**config.mk**
```make
export PLATFORM = sky130hd
export DESIGN_NAME = dram_wake_seq
export DESIGN_NICKNAME = d
export VERILOG_FILES = /design/src/rtl/dws_pkg.sv /design/src/rtl/dws_settle_timer.sv /design/src/rtl/dws_row_walker.sv /design/src/rtl/dws_count_clamp.sv /design/src/rtl/dram_wake_seq.sv
export SDC_FILE = /design/constraint.sdc
export NUM_CORES = 1
export LEC_CHECK = 0
export ABC_AREA = 1
export CORE_AREA = 2 2 79 81
export CTS_BUF_LIST = sky130_fd_sc_hd__clkbuf_8
export CTS_CLUSTER_DIAMETER = 200
export DETAILED_ROUTE_END_ITERATION = 12
export DIE_AREA = 0 0 81 83
export DONT_BUFFER_PORTS = 1
export PLACE_DENSITY = 0.79
export SYNTH_ARGS = -nofsm -noshare
export SYNTH_HDL_FRONTEND = slang
export SYNTH_SLANG_ARGS = --single-unit
```
**constraint.sdc**
```tcl
create_clock -name clk -period 3.5 [get_ports clk]
set_input_delay 0.175 -clock clk [delete_from_list [all_inputs] [get_ports clk]]
set_output_delay 0.175 -clock clk [all_outputs]
set_load 0.02 [all_outputs]
```
**src/rtl/dws_pkg.sv**
```systemverilog
package dws_pkg;

    typedef enum logic [2:0] {
        ST_SETTLE,
        ST_LEAD,
        ST_ACTIVE,
        ST_PRECH,
        ST_READY
    } dws_state_e;

    function automatic int unsigned ceil_div(input int unsigned num, input int unsigned den);
        return (num + den - 1) / den;
    endfunction

endpackage

```
**src/rtl/dws_settle_timer.sv**
```systemverilog
module dws_settle_timer #(
    parameter int unsigned DELAY_CYC = 20000
) (
    input  logic clk,
    input  logic rst_n,
    output logic done
);
    localparam int unsigned CW = $clog2(DELAY_CYC + 1);

    typedef struct packed {
        logic [CW-1:0] cnt;
        logic          done;
    } tmr_t;

    tmr_t tmr_d, tmr_q;

    always_comb begin
        tmr_d = tmr_q;
        if (!tmr_q.done) begin
            tmr_d.cnt  = tmr_q.cnt + 1'b1;
            tmr_d.done = (tmr_q.cnt == CW'(DELAY_CYC - 1));
        end
    end

    always_ff @(posedge clk or negedge rst_n) begin
        if (!rst_n) tmr_q <= '0;
        else        tmr_q <= tmr_d;
    end

    assign done = tmr_q.done;
endmodule

```
**src/rtl/dws_row_walker.sv**
```systemverilog
module dws_row_walker #(
    parameter int unsigned ROW_W = 11
) (
    input  logic             clk,
    input  logic             rst_n,
    input  logic             clear,
    input  logic             step,
    output logic [ROW_W-1:0] row
);
    logic [ROW_W-1:0] row_d, row_q;

    always_comb begin
        row_d = row_q;
        if (clear)     row_d = '0;
        else if (step) row_d = row_q + 1'b1;
    end

    always_ff @(posedge clk or negedge rst_n) begin
        if (!rst_n) row_q <= '0;
        else        row_q <= row_d;
    end

    assign row = row_q;
endmodule

```
**src/rtl/dws_count_clamp.sv**
```systemverilog
module dws_count_clamp #(
    parameter int unsigned CNT_W   = 5,
    parameter int unsigned MIN_VAL = 8
) (
    input  logic [CNT_W-1:0] raw,
    output logic [CNT_W-1:0] eff
);
    localparam logic [CNT_W-1:0] FLOOR = CNT_W'(MIN_VAL);

    always_comb begin
        eff = (raw < FLOOR) ? FLOOR : raw;
    end
endmodule

```
**src/rtl/dram_wake_seq.sv**
```systemverilog
module dram_wake_seq
    import dws_pkg::*;
#(
    parameter int unsigned CLK_KHZ     = 100_000,
    parameter int unsigned STARTUP_US  = 200,
    parameter int unsigned MIN_WAKE    = 8,
    parameter int unsigned CNT_W       = 5,
    parameter int unsigned ROW_W       = 11,
    parameter int unsigned RAS_LOW_CYC = 4,
    parameter int unsigned PRE_CYC     = 3
) (
    input  logic             clk,
    input  logic             rst_n,
    input  logic             refresh_kind,
    input  logic [CNT_W-1:0] wake_count,
    input  logic             req_in,
    output logic             ras_n,
    output logic             cas_n,
    output logic             we_n,
    output logic [ROW_W-1:0] addr,
    output logic             ready,
    output logic             req_ok
);
    localparam int unsigned DELAY_CYC = ceil_div(STARTUP_US * CLK_KHZ, 1000);
    localparam int unsigned PH_MAX    = (RAS_LOW_CYC > PRE_CYC) ? RAS_LOW_CYC : PRE_CYC;
    localparam int unsigned PH_W      = $clog2(PH_MAX + 1);

    typedef struct packed {
        dws_state_e       st;
        logic [PH_W-1:0]  ph;
        logic [CNT_W-1:0] done;
        logic [CNT_W-1:0] target;
        logic             cbr;
        logic             ras_n;
        logic             cas_n;
        logic [ROW_W-1:0] addr;
        logic             ready;
    } seq_t;

    localparam seq_t SEQ_RST = '{
        st:     ST_SETTLE,
        ph:     '0,
        done:   '0,
        target: '0,
        cbr:    1'b0,
        ras_n:  1'b1,
        cas_n:  1'b1,
        addr:   '0,
        ready:  1'b0
    };

    seq_t seq_d, seq_q;

    logic             settle_done;
    logic [CNT_W-1:0] eff_count;
    logic [ROW_W-1:0] row;
    logic             row_step;
    logic             row_clear;

    dws_settle_timer #(.DELAY_CYC(DELAY_CYC)) u_timer (
        .clk   (clk),
        .rst_n (rst_n),
        .done  (settle_done)
    );

    dws_count_clamp #(.CNT_W(CNT_W), .MIN_VAL(MIN_WAKE)) u_clamp (
        .raw (wake_count),
        .eff (eff_count)
    );

    dws_row_walker #(.ROW_W(ROW_W)) u_rows (
        .clk   (clk),
        .rst_n (rst_n),
        .clear (row_clear),
        .step  (row_step),
        .row   (row)
    );

    assign row_clear = (seq_q.st == ST_SETTLE);

    always_comb begin
        seq_d    = seq_q;
        row_step = 1'b0;
        case (seq_q.st)
            ST_SETTLE: begin
                if (settle_done) begin
                    seq_d.st     = ST_LEAD;
                    seq_d.cbr    = refresh_kind;
                    seq_d.target = eff_count;
                    seq_d.done   = '0;
                    seq_d.cas_n  = ~refresh_kind;
                    seq_d.addr   = refresh_kind ? '0 : row;
                end
            end
            ST_LEAD: begin
                seq_d.st    = ST_ACTIVE;
                seq_d.ras_n = 1'b0;
                seq_d.ph    = PH_W'(RAS_LOW_CYC - 1);
            end
            ST_ACTIVE: begin
                if (seq_q.ph == '0) begin
                    seq_d.st    = ST_PRECH;
                    seq_d.ras_n = 1'b1;
                    seq_d.cas_n = 1'b1;
                    seq_d.ph    = PH_W'(PRE_CYC - 1);
                    seq_d.done  = seq_q.done + 1'b1;
                    row_step    = 1'b1;
                end else begin
                    seq_d.ph = seq_q.ph - 1'b1;
                end
            end
            ST_PRECH: begin
                if (seq_q.ph == '0) begin
                    if (seq_q.done == seq_q.target) begin
                        seq_d.st    = ST_READY;
                        seq_d.ready = 1'b1;
                        seq_d.addr  = '0;
                    end else begin
                        seq_d.st    = ST_LEAD;
                        seq_d.cas_n = ~seq_q.cbr;
                        seq_d.addr  = seq_q.cbr ? '0 : row;
                    end
                end else begin
                    seq_d.ph = seq_q.ph - 1'b1;
                end
            end
            ST_READY: begin
                seq_d.ras_n = 1'b1;
                seq_d.cas_n = 1'b1;
            end
            default: seq_d = SEQ_RST;
        endcase
    end

    always_ff @(posedge clk or negedge rst_n) begin
        if (!rst_n) seq_q <= SEQ_RST;
        else        seq_q <= seq_d;
    end

    assign ras_n  = seq_q.ras_n;
    assign cas_n  = seq_q.cas_n;
    assign we_n   = 1'b1;
    assign addr   = seq_q.addr;
    assign ready  = seq_q.ready;
    assign req_ok = req_in & seq_q.ready;
endmodule

```
Yosys cells after proc, flatten, opt, wreduce, memory -nomap -nowiden. Cells that the tools add are included.

Bits in registers: 58. Bits of input ports: 9. Output and inout bits: 16. Word-level logic and storage cells: 87.

Add/sub/neg operators: 4. Order comparisons: 1. Equal/unequal tests: 12. Multiplexer cells: 30. Bitwise logic cells: 11. Reductions and logical operators: 17.

Operators with widths (count): two-way mux 11 bit (6); case mux 11 bit (3 select lines) (1); two-way mux 3 bit (6); adder 15 x 1 -> 15 bit (second input constant) (1); equality test 15 bit (second input constant) (1); case mux 3 bit (5 select lines) (1); case mux 5 bit (3 select lines) (1); two-way mux 13 bit (1); two-way mux 12 bit (1); case mux 3 bit (4 select lines) (1); case mux 6 bit (2 select lines) (1); adder 11 x 1 -> 11 bit (second input constant) (1); two-way mux 5 bit (2); != test 2 bit (second input constant) (5); NOT 1 bit (10); AND reduction 3 bit (3); OR reduction 4 bit (2); equality test 3 x 2 -> 1 bit (second input constant) (2); logical NOT 3 bit (2); AND reduction 2 bit (3); OR reduction 3 bit (2); adder 5 x 1 -> 5 bit (second input constant) (1); equality test 5 bit (1); less-than comparator 5 x 4 -> 1 bit (second input constant) (1); 14 further kinds (19).

Logic depth before layout (Yosys ltp). Gate-level depths: netlist (run 1).

Depth in word-level cells: 5. Depth in mapped cells: 11. Gate-level depth less buffers: 10.

Modules after synthesis. From an unflattened synthesis (run 1), not the netlist that was laid out.

Cell total of the unflattened synthesis: 425. Area total of the unflattened synthesis: 3314.4 µm².

Modules (own cells, without submodules): dram_wake_seq (times used 1, cells an instance 230, area an instance 1805.5 µm², seq. area each 778.2 µm²); dws_settle_timer (times used 1, cells an instance 103, area an instance 862.1 µm², seq. area each 400.4 µm²); dws_row_walker (times used 1, cells an instance 82, area an instance 606.8 µm², seq. area each 275.3 µm²); dws_count_clamp (times used 1, cells an instance 10, area an instance 40.0 µm², seq. area each 0.0 µm²).

Worst setup path after synthesis (run 1). OpenSTA, ideal clock, no wires.

Kind: reg-to-reg. Start: register u_timer.tmr_q[1] (netlist bit). End: register u_timer.tmr_q[13] (netlist bit). Setup time: 0.117 ns. Arrival time: 1.306 ns. Required time: 3.383 ns. Path slack: 2.078 ns. Stages on the path, launching flop included: 9. Path buffers: 0. Clock period less this slack: 1.422 ns. Cell sequence: dfrtp_1 > ha_1 > nand3_1 > nor2_1 > nand2_1 > nor3_1 > nand2_1 > nand2_1 > nand2_1.

Word-level cells in the longest chain between the ends: 1.

Ends and longest elaborated chain: start: declaration (RTL line dws_settle_timer.sv:15) `tmr_t tmr_d, tmr_q;`; start signal: assignment (RTL line dws_settle_timer.sv:27) `else tmr_q <= tmr_d;`; adder 15 x 1 -> 15 bit (RTL line dws_settle_timer.sv:20) `tmr_d.cnt = tmr_q.cnt + 1'b1;`.

Every way passes these cells. A chain may end at the register's enable or synchronous reset.

Final worst setup path (run 1).
Start: register seq_q[29] (netlist bit). End: register seq_q[17] (netlist bit).

Word-level cells in the longest chain between the ends: 4. Elaborated cells on any way between the ends: 10. Those cells by class: 5 x eq/ne; 1 x mux; 1 x bitwise; 3 x reduce/logical.

Ends and longest elaborated chain: start: declaration (RTL line dram_wake_seq.sv:52) `seq_t seq_d, seq_q;`; start signal: assignment (RTL line dram_wake_seq.sv:137) `else seq_q <= seq_d;`; equality test 3 bit (tied with other cells) (RTL line dram_wake_seq.sv:84) `case (seq_q.st)`; OR reduction 4 bit (no line); NOT 1 bit (no line); AND reduction 2 bit (no line).

Several ways; a longest one is shown, not always the timed one.

==> impl_metrics.py, run 1 <==
metrics = {
    "cells_and_area": {
        "layout_common_cells": "nand2_1 (141), dfrtp_1 (56), inv_1 (47)",
        "final_common_cell": "nand2_1",
        "diodes": 0,
        "area_delta_synth_final_pct": 6.44,
        "fillers": 554,
        "nets": 438,
        "drive_gt1_share_pct": 7.93,
    },
    "worst_setup_path": {
        "reg2reg_depth": 6,
        "r2r-start": "seq_q[29]",
        "r2r_setup_slack_ns": 1.64,
        "reg2reg_to": "seq_q[17]",
        "crit_path_max_fanout": 12,
        "critPathLaunch": "seq_q[29]",
        "worstSetupEndpointType": "flip-flop",
        "endpoint": "seq_q[17]",
        "start_kind": "flip-flop",
        "cp.required_ns": 3.76,
        "arrival_ns": 2.13,
        "worst-setup-path-type": "flip-flop to flip-flop",
    },
    "synthesis": {
        "synthMuxAreaShare_pct": 0,
        "yosysUniqueCellTypes": 27,
        "synth_warnings": 0,
        "synth_area_leaders": "dfrtp_1 (44%), nand2_1 (17%), inv_1 (5.4%), nor2_1 (5.2%), nand3_1 (3.8%)",
        "synthAdderAreaFrac_pct": 1.96,
        "synth_top_family_by_area": "simple AND/OR/NAND/NOR gates",
        "syn_avg_cell_area_um2": 7.50,
        "synthesis.area_um2": 3190,
        "yosysTopAreaCell": "dfrtp_1",
        "synthXorXnorAreaFrac_pct": 3.85,
        "synth-compound-area-share_pct": 5.58,
        "synth_top_area_share_pct": 44.0,
        "syn_nets": 439,
        "netlist_instances": 425,
        "yosys.area_share.simple_pct": 32.6,
        "synth-seq-cells": 58,
        "seq_area_frac_synth_pct": 45.6,
    },
    "grt": {
        "antenna_found_initial": 0,
        "first_global_vias": 2523,
        "gr-total-overflow": 0,
        "track_usage_pct": 21.3,
        "grt_pass1_wl_mm": 11.1,
        "grt_max_degree": 59,
    },
    "floorplan": {
        "initial_utilization_pct": 54.8,
        "core_um2": 5820,
        "die_x_um": 81,
        "fp-row-count": 28,
        "die_area_um2": 6720,
        "fp.dieH_um": 83,
        "boundaryPins": 25,
    },
    "pwr": {
        "ir_drop_uv": 286,
        "power_leakage_nw": 1.59,
        "powerDensity_nw_per_um2": 364,
        "total_power_w": 0.00123,
    },
    "place": {
        "dp_slack_ns": 1.66,
        "gp_congestion": 0.841,
        "io_buffer_count": 0,
        "dpl.hpwl_mm": 4.56,
    },
    "clock_tree": {
        "cts.sinks": 58,
        "clk_latency_ns": 0.34,
        "root_buffer": "clkbuf_8",
        "cts_resized": 0,
        "cts_hold_buf": 6,
        "cts_buffers": 9,
        "post_cts_buffers": 0,
        "clock_path_buffers": 2,
        "cts.clk_slew.worst_paths_ns": 0.06,
        "cts-htree-levels": 3,
        "cts_tree": "done",
    },
    "timing": {
        "fin_crit_sh_pct": 53.2,
        "tns_ns": 0,
        "hold_violations": 0,
        "worst_pin_slew_ns": 0.681,
        "post-route-min-period_ns": 1.86,
        "finClkSkew_ns": 0.00918,
        "slew_viol_final": 0,
        "setup_viol": 0,
        "rsz0062_at_grt": "no",
        "setup_ws_ns": 1.64,
        "timing.slew.headroom_pct": 54.4,
        "fmax_mhz": 537,
        "hold-worst-slack_ns": 0.00743,
    },
    "run_status": {
        "outcome": "complete, no violations",
    },
    "detailed_routing": {
        "ant_nets": 0,
        "route.detailed.drc": 0,
        "viasPerCell": 5.23,
        "drtIter0Drc": 195,
        "drt_first_pass_iters": 5,
        "num_vias": 2636,
        "wl_per_cell_um": 12.9,
        "wl_mm": 6.48,
    },
    "flow_run": {
        "maxCapViolations": 0,
    },
    "hold_path": {
        "min_path_type": "primary input to flip-flop",
    },
}
[power by group]
group	total, W	switching (W)	internal (W)
sequential	0.000670	0	0.000670
combinational	0.0000263	0.0000176	0.00000871
clock	0.000536	0.000267	0.000269
total	0.00123	0.000285	0.000948
[worst max-delay path: stages, from the launching register on]
cell and delay [ns]:
dfrtp_1 0.45, nor2_4 0.19, nand2_1 0.30, inv_1 0.36, o21ai_0 0.20, nand3b_1 0.19, o21ai_1 0.10
[cell usage after synthesis]
| cell type | n |
|---|---|
| nand2_1 | 141 |
| dfrtp_1 | 56 |
| inv_1 | 46 |
| nor2_1 | 44 |
| nand3_1 | 24 |
| o21ai_0 | 19 |
| buf_4 | 14 |
| xor2_1 | 11 |
| a21oi_1 | 10 |
| nand4_1 | 8 |
| nor3_1 | 8 |
| nand2_2 | 6 |
| ha_1 | 5 |
| o21ai_1 | 5 |
| inv_2 | 4 |
| nand3b_1 | 4 |
| nor2_2 | 3 |
| xnor2_1 | 3 |
| buf_2 | 2 |
| buf_6 | 2 |
| dfstp_2 | 2 |
| nor2_4 | 2 |
| nor4_1 | 2 |
| a211oi_1 | 1 |
| conb_1 | 1 |
| nor3b_1 | 1 |
| or2_2 | 1 |
[layer usage]
metal / wire (µm) / vias up / track usage, % / share of wire, %
met1: 3000 / 1219 / 26.7 / 46
met4: 164 / 0 / 9.86 / 2.5
met3: 398 / 16 / 6.63 / 6.1
li1: - / 1319 / - / -
met5: 0 / - / 0 / 0
met2: 2920 / 82 / 33.1 / 45
[logic make-up (layout without fill, tap and decap cells)]
logic type	after synthesis	in the layout
AND/OR/NAND/NOR	244	244
XOR/XNOR	14	14
buffers and inverters	68	72
other	1	1
flip-flops	58	58
AO/OA/AOI/OAI	35	35
adder cells (fa/ha/maj)	5	5
[through the flow]
step | instances | instance area [µm²] | utilization (%)
after CTS | 504 | 3390 | 58.3
final | 504 | 3390 | 58.3
after global placement | 482 | 3140 | 54.0
after global routing | 504 | 3390 | 58.3
after detailed placement | 482 | 3140 | 54.0
after floorplan | 425 | 3190 | -
[flip-flops by register name, indices dropped and copies added (netlist names)]
name	count
addr	11
u_timer.done	1
cas_n	1
seq_q	17
u_timer.tmr_q	15
u_rows.row	11
ras_n	1
ready	1
[layout make-up]
class	instances	area, µm²	area share (%)
Clock buffer	10	138	4.06
Multi-Input combinational cell	299	1410	41.5
Inverter	50	188	5.54
Timing Repair Buffer	6	77.6	2.29
Tap cell	75	93.8	2.77
Sequential cell	58	1450	42.9
Clock inverter	6	33.8	0.996
[worst min path at each step]
stage,startpoint,endpoint,slack [ns],cells past startpoint
6_report,wake_count[4],seq_q[19],0.007,2
5_1_grt,wake_count[4],seq_q[19],0.01,2
4_1_cts,wake_count[4],seq_q[19],0.0004,2
3_5_place_dp,rst_n,seq_q[25],-0.12,0
3_3_place_gp,rst_n,seq_q[17],-0.12,0
2_1_floorplan,rst_n,addr[0],-0.12,0
No activity file was read; power rests on OpenSTA's default activity.
==> run 2, diff against run 1 <==
clock period = 1.74 ns   (was 3.5 ns; I/O delays follow)
==> run 2 against run 1 <==
Die area is the same. Sequential share of layout area shrank 1.1 points. Non-clock buffer count grew 8. Total power increased by 110%. Critical path type unchanged. Critical endpoint is now addr[10].
==> impl_metrics.py, run 2 (same netlist as run 1, synthesis figures left out) <==
metrics = {
    "timing": {
        "rsz0062_at_grt": "no",
        "post-route-min-period_ns": 1.59,
        "slew_viol_final": 0,
        "finClkSkew_ns": 0.00745,
        "setup_viol": 0,
        "fin_crit_sh_pct": 91.2,
        "tns_ns": 0,
        "hold_violations": 0,
        "fmax_mhz": 630,
    },
    "floorplan": {
        "fp.dieH_um": 83,
        "die_area_um2": 6720,
        "die_x_um": 81,
        "boundaryPins": 25,
        "core_um2": 5820,
        "fp-row-count": 28,
        "initial_utilization_pct": 54.8,
    },
    "place": {
        "place_inst": 488,
        "io_buffer_count": 0,
        "dpl.hpwl_mm": 4.52,
        "gp_congestion": 0.894,
    },
    "worst_setup_path": {
        "cpPeakStageDelay_ns": 0.43,
        "r2r-start": "seq_q[23]",
        "r2r_setup_slack_ns": 0.15,
        "worst-setup-path-type": "flip-flop to flip-flop",
        "endpoint": "addr[10]",
        "cp_cell_sequence": "inv_1 -> nand2_1 -> nand2_1 -> nor2_1 -> nand3_1 -> nand2_1 -> nand2_1 -> nand2_1 -> nand2_1",
        "cpMostUsedCell": "nand2_1",
        "cp.required_ns": 1.96,
        "reg2reg_depth": 9,
        "worstSetupEndpointType": "flip-flop",
        "reg2reg_to": "addr[10]",
        "crit_path_max_fanout": 11,
        "cp_slowest_cell": "dfrtp_1",
        "arrival_ns": 1.81,
        "start_kind": "flip-flop",
        "critPathLaunch": "seq_q[23]",
    },
    "pwr": {
        "ir_drop_uv": 362,
        "power_leakage_nw": 1.64,
        "power_frac_seq_pct": 52.2,
        "p_switching_w": 0.000572,
        "combinationalPowerShare_pct": 2.2,
        "powerDensity_nw_per_um2": 743,
        "p_clk_share_pct": 45.6,
        "p_sw_share_pct": 22.1,
        "p_int_w": 0.00201,
    },
    "clock_tree": {
        "cts.clk_slew.worst_paths_ns": 0.07,
        "cts.sinks": 58,
        "cts_tree": "done",
        "clock_path_buffers": 2,
        "clk_latency_ns": 0.34,
        "post_cts_buffers": 0,
        "cts_buffers": 9,
        "cts-htree-levels": 3,
        "root_buffer": "clkbuf_8",
    },
    "grt": {
        "first_global_vias": 2502,
        "grt_max_degree": 59,
        "grt_pass1_wl_mm": 10.9,
        "gr-total-overflow": 0,
        "track_usage_pct": 20.4,
        "antenna_found_initial": 0,
    },
    "cells_and_area": {
        "diodes": 0,
        "drive_gt1_share_pct": 9.38,
        "nets": 446,
        "top_regs": "seq_q: 17 flops, u_timer.tmr_q: 15 flops",
        "layout_common_cells": "nand2_1 (141), dfrtp_1 (56), inv_1 (47)",
        "final_common_cell": "nand2_1",
        "largest_register": "seq_q",
        "finalNonFillerCells": 512,
        "area_delta_synth_final_pct": 9.23,
        "largest_register_ffs": 17,
    },
    "detailed_routing": {
        "viasPerCell": 5.20,
        "wl_mm": 6.34,
        "ant_nets": 0,
        "route.detailed.drc": 0,
        "drt_first_pass_iters": 4,
        "drtIter0Drc": 199,
        "wl_per_cell_um": 12.4,
        "num_vias": 2663,
    },
    "flow_run": {
        "maxCapViolations": 0,
    },
    "run_status": {
        "outcome": "complete, no violations",
    },
    "hold_path": {
        "min_path_type": "primary input to flip-flop",
        "whs_path_depth": 4,
    },
}
==> run 2: cell count changes in the layout (fill, tap and decap cells not counted), sizes merged <==
| cell | before | now |
|---|---|---|
| bufinv | 0 | 1 |
| clkinvlp | 2 | 1 |
| buf | 1 | 7 |
| clkinv | 3 | 4 |
| clkbuf | 10 | 9 |
| dlygate4sd3 | 5 | 7 |
==> run 2: what timing repair did <==
action,4_1_cts,5_1_grt
endpoints found under the hold margin,64,0
gates resized for setup,0,2
setup endpoints to repair,0,12
hold buffers,8,0
==> run 2: cell type report <==
type                    count  area [µm²]
clock inverters             7        61.3
inverters                  50         188
repair buffers             14         143
multi-input cells         299        1420
flip-flops and latches     58        1450
clock buffers               9         124
well taps                  75        93.8
fillers                   540        2340
==> run 2: power by group through the flow <==
stage,clock (W),combinational [W],sequential (W)
final,0.00118,0.0000574,0.00135
after global placement,0,0.0000112,0.00137
after global routing,0.00127,0.0000661,0.00135
after detailed placement,0,0.0000115,0.00137
after floorplan,0,0.0000120,0.00137
after CTS,0.00121,0.0000591,0.00135
==> run 2: per-stage QoR <==
stage	cell area (µm²)	utilization, %	setup WS, ns	power [W]	hold slack, ns
6_report	3480	59.8	0.153	0.00259	0.0295
2_1_floorplan	3190	-	0.318	0.00139	-0.209
3_5_place_dp	3190	54.8	0.117	0.00139	-0.207
4_1_cts	3470	59.7	0.105	0.00261	0.0244
3_3_place_gp	3190	54.8	0.150	0.00138	-0.206
5_1_grt	3480	59.8	0.00609	0.00269	0.0519
==> run 2: worst min path at each step <==
stage                      endpoint  slack, ns         start
after floorplan             addr[0]      -0.21         rst_n
after global placement    seq_q[15]      -0.21         rst_n
after detailed placement  seq_q[17]      -0.21         rst_n
after CTS                     cas_n       0.02  refresh_kind
after global routing          cas_n       0.05  refresh_kind
final                         cas_n       0.03  refresh_kind
==> run 2: routing by layer <==
metal	vias to the layer above	global-route usage (%)	wire length (µm)
met5	-	0	0
met4	0	8.78	128
met3	14	4.78	317
met2	70	31.4	2990
met1	1239	27.1	2910
li1	1340	-	-
==> run 2: worst max-delay path, delay by kind of cell, from the launching register on <==
kind / cells / cell delay [ns]
simple gates: 8 / 0.95
flops: 1 / 0.43
buf+inv: 1 / 0.09
==> run 3, diff against run 2 <==
RECOVER_POWER = 25   (was default)
==> run 3 against run 2 <==
Via count unchanged. Register-to-register slack about the same. Sequential power about the same. Largest power group unchanged. Highest routed layer unchanged.
==> impl_metrics.py, run 3 (same netlist as run 1, synthesis figures left out) <==
metrics = {
    "run_status": {
        "outcome": "complete, no violations",
    },
    "clock_tree": {
        "cts-htree-levels": 3,
        "cts.clk_slew.worst_paths_ns": 0.07,
        "cts_tree": "done",
        "cts_buffers": 9,
        "clk_latency_ns": 0.34,
        "root_buffer": "clkbuf_8",
        "clock_path_buffers": 2,
        "post_cts_buffers": 0,
        "cts.sinks": 58,
    },
    "cells_and_area": {
        "area_delta_synth_final_pct": 8.52,
        "final_common_cell": "nand2_1",
        "multiInputGateArea_um2": 1420,
        "fillers": 543,
        "stdcell_area_um2": 3460,
        "diodes": 0,
        "nets": 446,
        "register_area_um2": 1450,
        "finalNonFillerCells": 512,
        "layout_common_cells": "nand2_1 (141), dfrtp_1 (56), inv_1 (47)",
        "largest_register": "seq_q",
        "drive_gt1_share_pct": 9.38,
        "largest_register_ffs": 17,
        "top_regs": "seq_q: 17 flops, u_timer.tmr_q: 15 flops",
    },
    "worst_setup_path": {
        "crit_path_max_fanout": 11,
        "cpMostUsedCell": "nand2_1",
        "cp_cell_sequence": "inv_1 -> nand2_1 -> nand2_1 -> nor2_1 -> nand3_1 -> nand2_1 -> nand2_1 -> nand2_1 -> nand2_1",
        "cp_slowest_cell": "dfrtp_1",
        "start_kind": "flip-flop",
        "worstSetupEndpointType": "flip-flop",
        "worst-setup-path-type": "flip-flop to flip-flop",
        "cp.required_ns": 1.97,
        "cpPeakStageDelay_ns": 0.43,
        "arrival_ns": 1.83,
    },
    "timing": {
        "post-route-min-period_ns": 1.60,
        "finClkSkew_ns": 0.00768,
        "fin_crit_sh_pct": 92.0,
        "hold_violations": 0,
        "timing.slew.headroom_pct": 15.9,
        "setup_ws_ns": 0.140,
        "rsz0062_at_grt": "no",
        "fmax_mhz": 625,
        "worst_pin_slew_ns": 1.26,
        "tns_ns": 0,
        "setup_viol": 0,
        "slew_viol_final": 0,
    },
    "place": {
        "io_buffer_count": 0,
        "dpl.hpwl_mm": 4.52,
        "dp_slack_ns": 0.117,
        "dpl-instance-area_um2": 3190,
        "gp_congestion": 0.894,
        "place_inst": 488,
    },
    "floorplan": {
        "fp.dieH_um": 83,
        "boundaryPins": 25,
        "die_area_um2": 6720,
        "core_um2": 5820,
        "initial_utilization_pct": 54.8,
        "die_x_um": 81,
        "fp-row-count": 28,
    },
    "hold_path": {
        "min_path_type": "primary input to flip-flop",
    },
    "pwr": {
        "p_int_w": 0.00201,
        "combinationalPowerShare_pct": 2.0,
        "p_sw_share_pct": 22.3,
        "power_leakage_nw": 1.63,
        "p_clk_share_pct": 45.8,
        "ir_drop_uv": 363,
        "powerDensity_nw_per_um2": 747,
        "power_frac_seq_pct": 52.2,
        "p_switching_w": 0.000575,
    },
    "detailed_routing": {
        "wl_per_cell_um": 12.4,
        "wl_met1_mm": 2.93,
        "viasPerCell": 5.20,
        "highest_layer": "met4",
        "dr_wl_met3_um": 320,
        "drtIter0Drc": 195,
        "wl_mm": 6.35,
        "ant_nets": 0,
        "routed-wl-met2_mm": 2.97,
        "route.detailed.drc": 0,
        "drt_first_pass_iters": 4,
        "num_vias": 2663,
    },
    "grt": {
        "first_global_vias": 2502,
        "grt_pass1_wl_mm": 10.9,
        "track_usage_pct": 20.4,
        "grt_max_degree": 59,
        "gr-total-overflow": 0,
        "antenna_found_initial": 0,
    },
    "flow_run": {
        "maxCapViolations": 0,
    },
}
-- run 3: worst max-delay path: cells and delay by family, from the launching register on --
family | cells | cell delay [ns]
buffers and inverters | 1 | 0.09
flip-flops | 1 | 0.43
AND/OR/NAND/NOR | 8 | 0.96
-- run 3: through the flow --
stage | total power, W | utilization (%) | hold WS (ns)
5_1_grt | 0.00268 | 59.4 | 0.0519
6_report | 0.00258 | 59.4 | 0.0278
3_3_place_gp | 0.00138 | 54.8 | -0.206
3_5_place_dp | 0.00139 | 54.8 | -0.207
4_1_cts | 0.00261 | 59.7 | 0.0244
2_1_floorplan | 0.00139 | - | -0.209
-- run 3: area by class of cell --
class                           count  area share, %
Timing Repair Buffer               14           3.47
Clock inverter                      7           1.77
Inverter                           50           5.43
Sequential cell                    58           42.1
Tap cell                           75           2.71
Clock buffer                        9           3.58
Multi-Input combinational cell    299           41.0
-- run 3: worst paths after layout --
check                             start               end  slack, ns  cells past startpoint
setup / recovery              seq_q[23]          addr[10]       0.14                      9
hold / removal             refresh_kind             cas_n       0.03                      4
setup reg to reg              seq_q[23]          addr[10]       0.14                      9
hold reg to reg               seq_q[25]         seq_q[25]       0.49                      2
max in group asynchronous         rst_n     u_rows.row[7]       0.38                      2
min in group asynchronous         rst_n  u_timer.tmr_q[2]       0.58                      2
-- run 3: power groups by stage --
| stage | Combinational [W] | Clock, W | Sequential, W |
|---|---|---|---|
| floorplan | 0.0000120 | 0 | 0.00137 |
| global placement | 0.0000112 | 0 | 0.00137 |
| detailed placement | 0.0000115 | 0 | 0.00137 |
| CTS | 0.0000591 | 0.00121 | 0.00135 |
| global route | 0.0000590 | 0.00127 | 0.00135 |
| finish | 0.0000508 | 0.00118 | 0.00135 |
-- run 3: metal layers --
layer  vias to the layer above  GRT usage, %
li1                       1342             -
met1                      1243          27.1
met2                        64          31.4
met3                        14          4.78
met4                         0          8.78
met5                         -             0
-- run 3: repair_timing --
item | CTS | global route
endpoints found under the setup margin | 0 | 12
hold buffers | 8 | 0
hold endpoints to repair | 64 | 0
resized for setup | 0 | 2
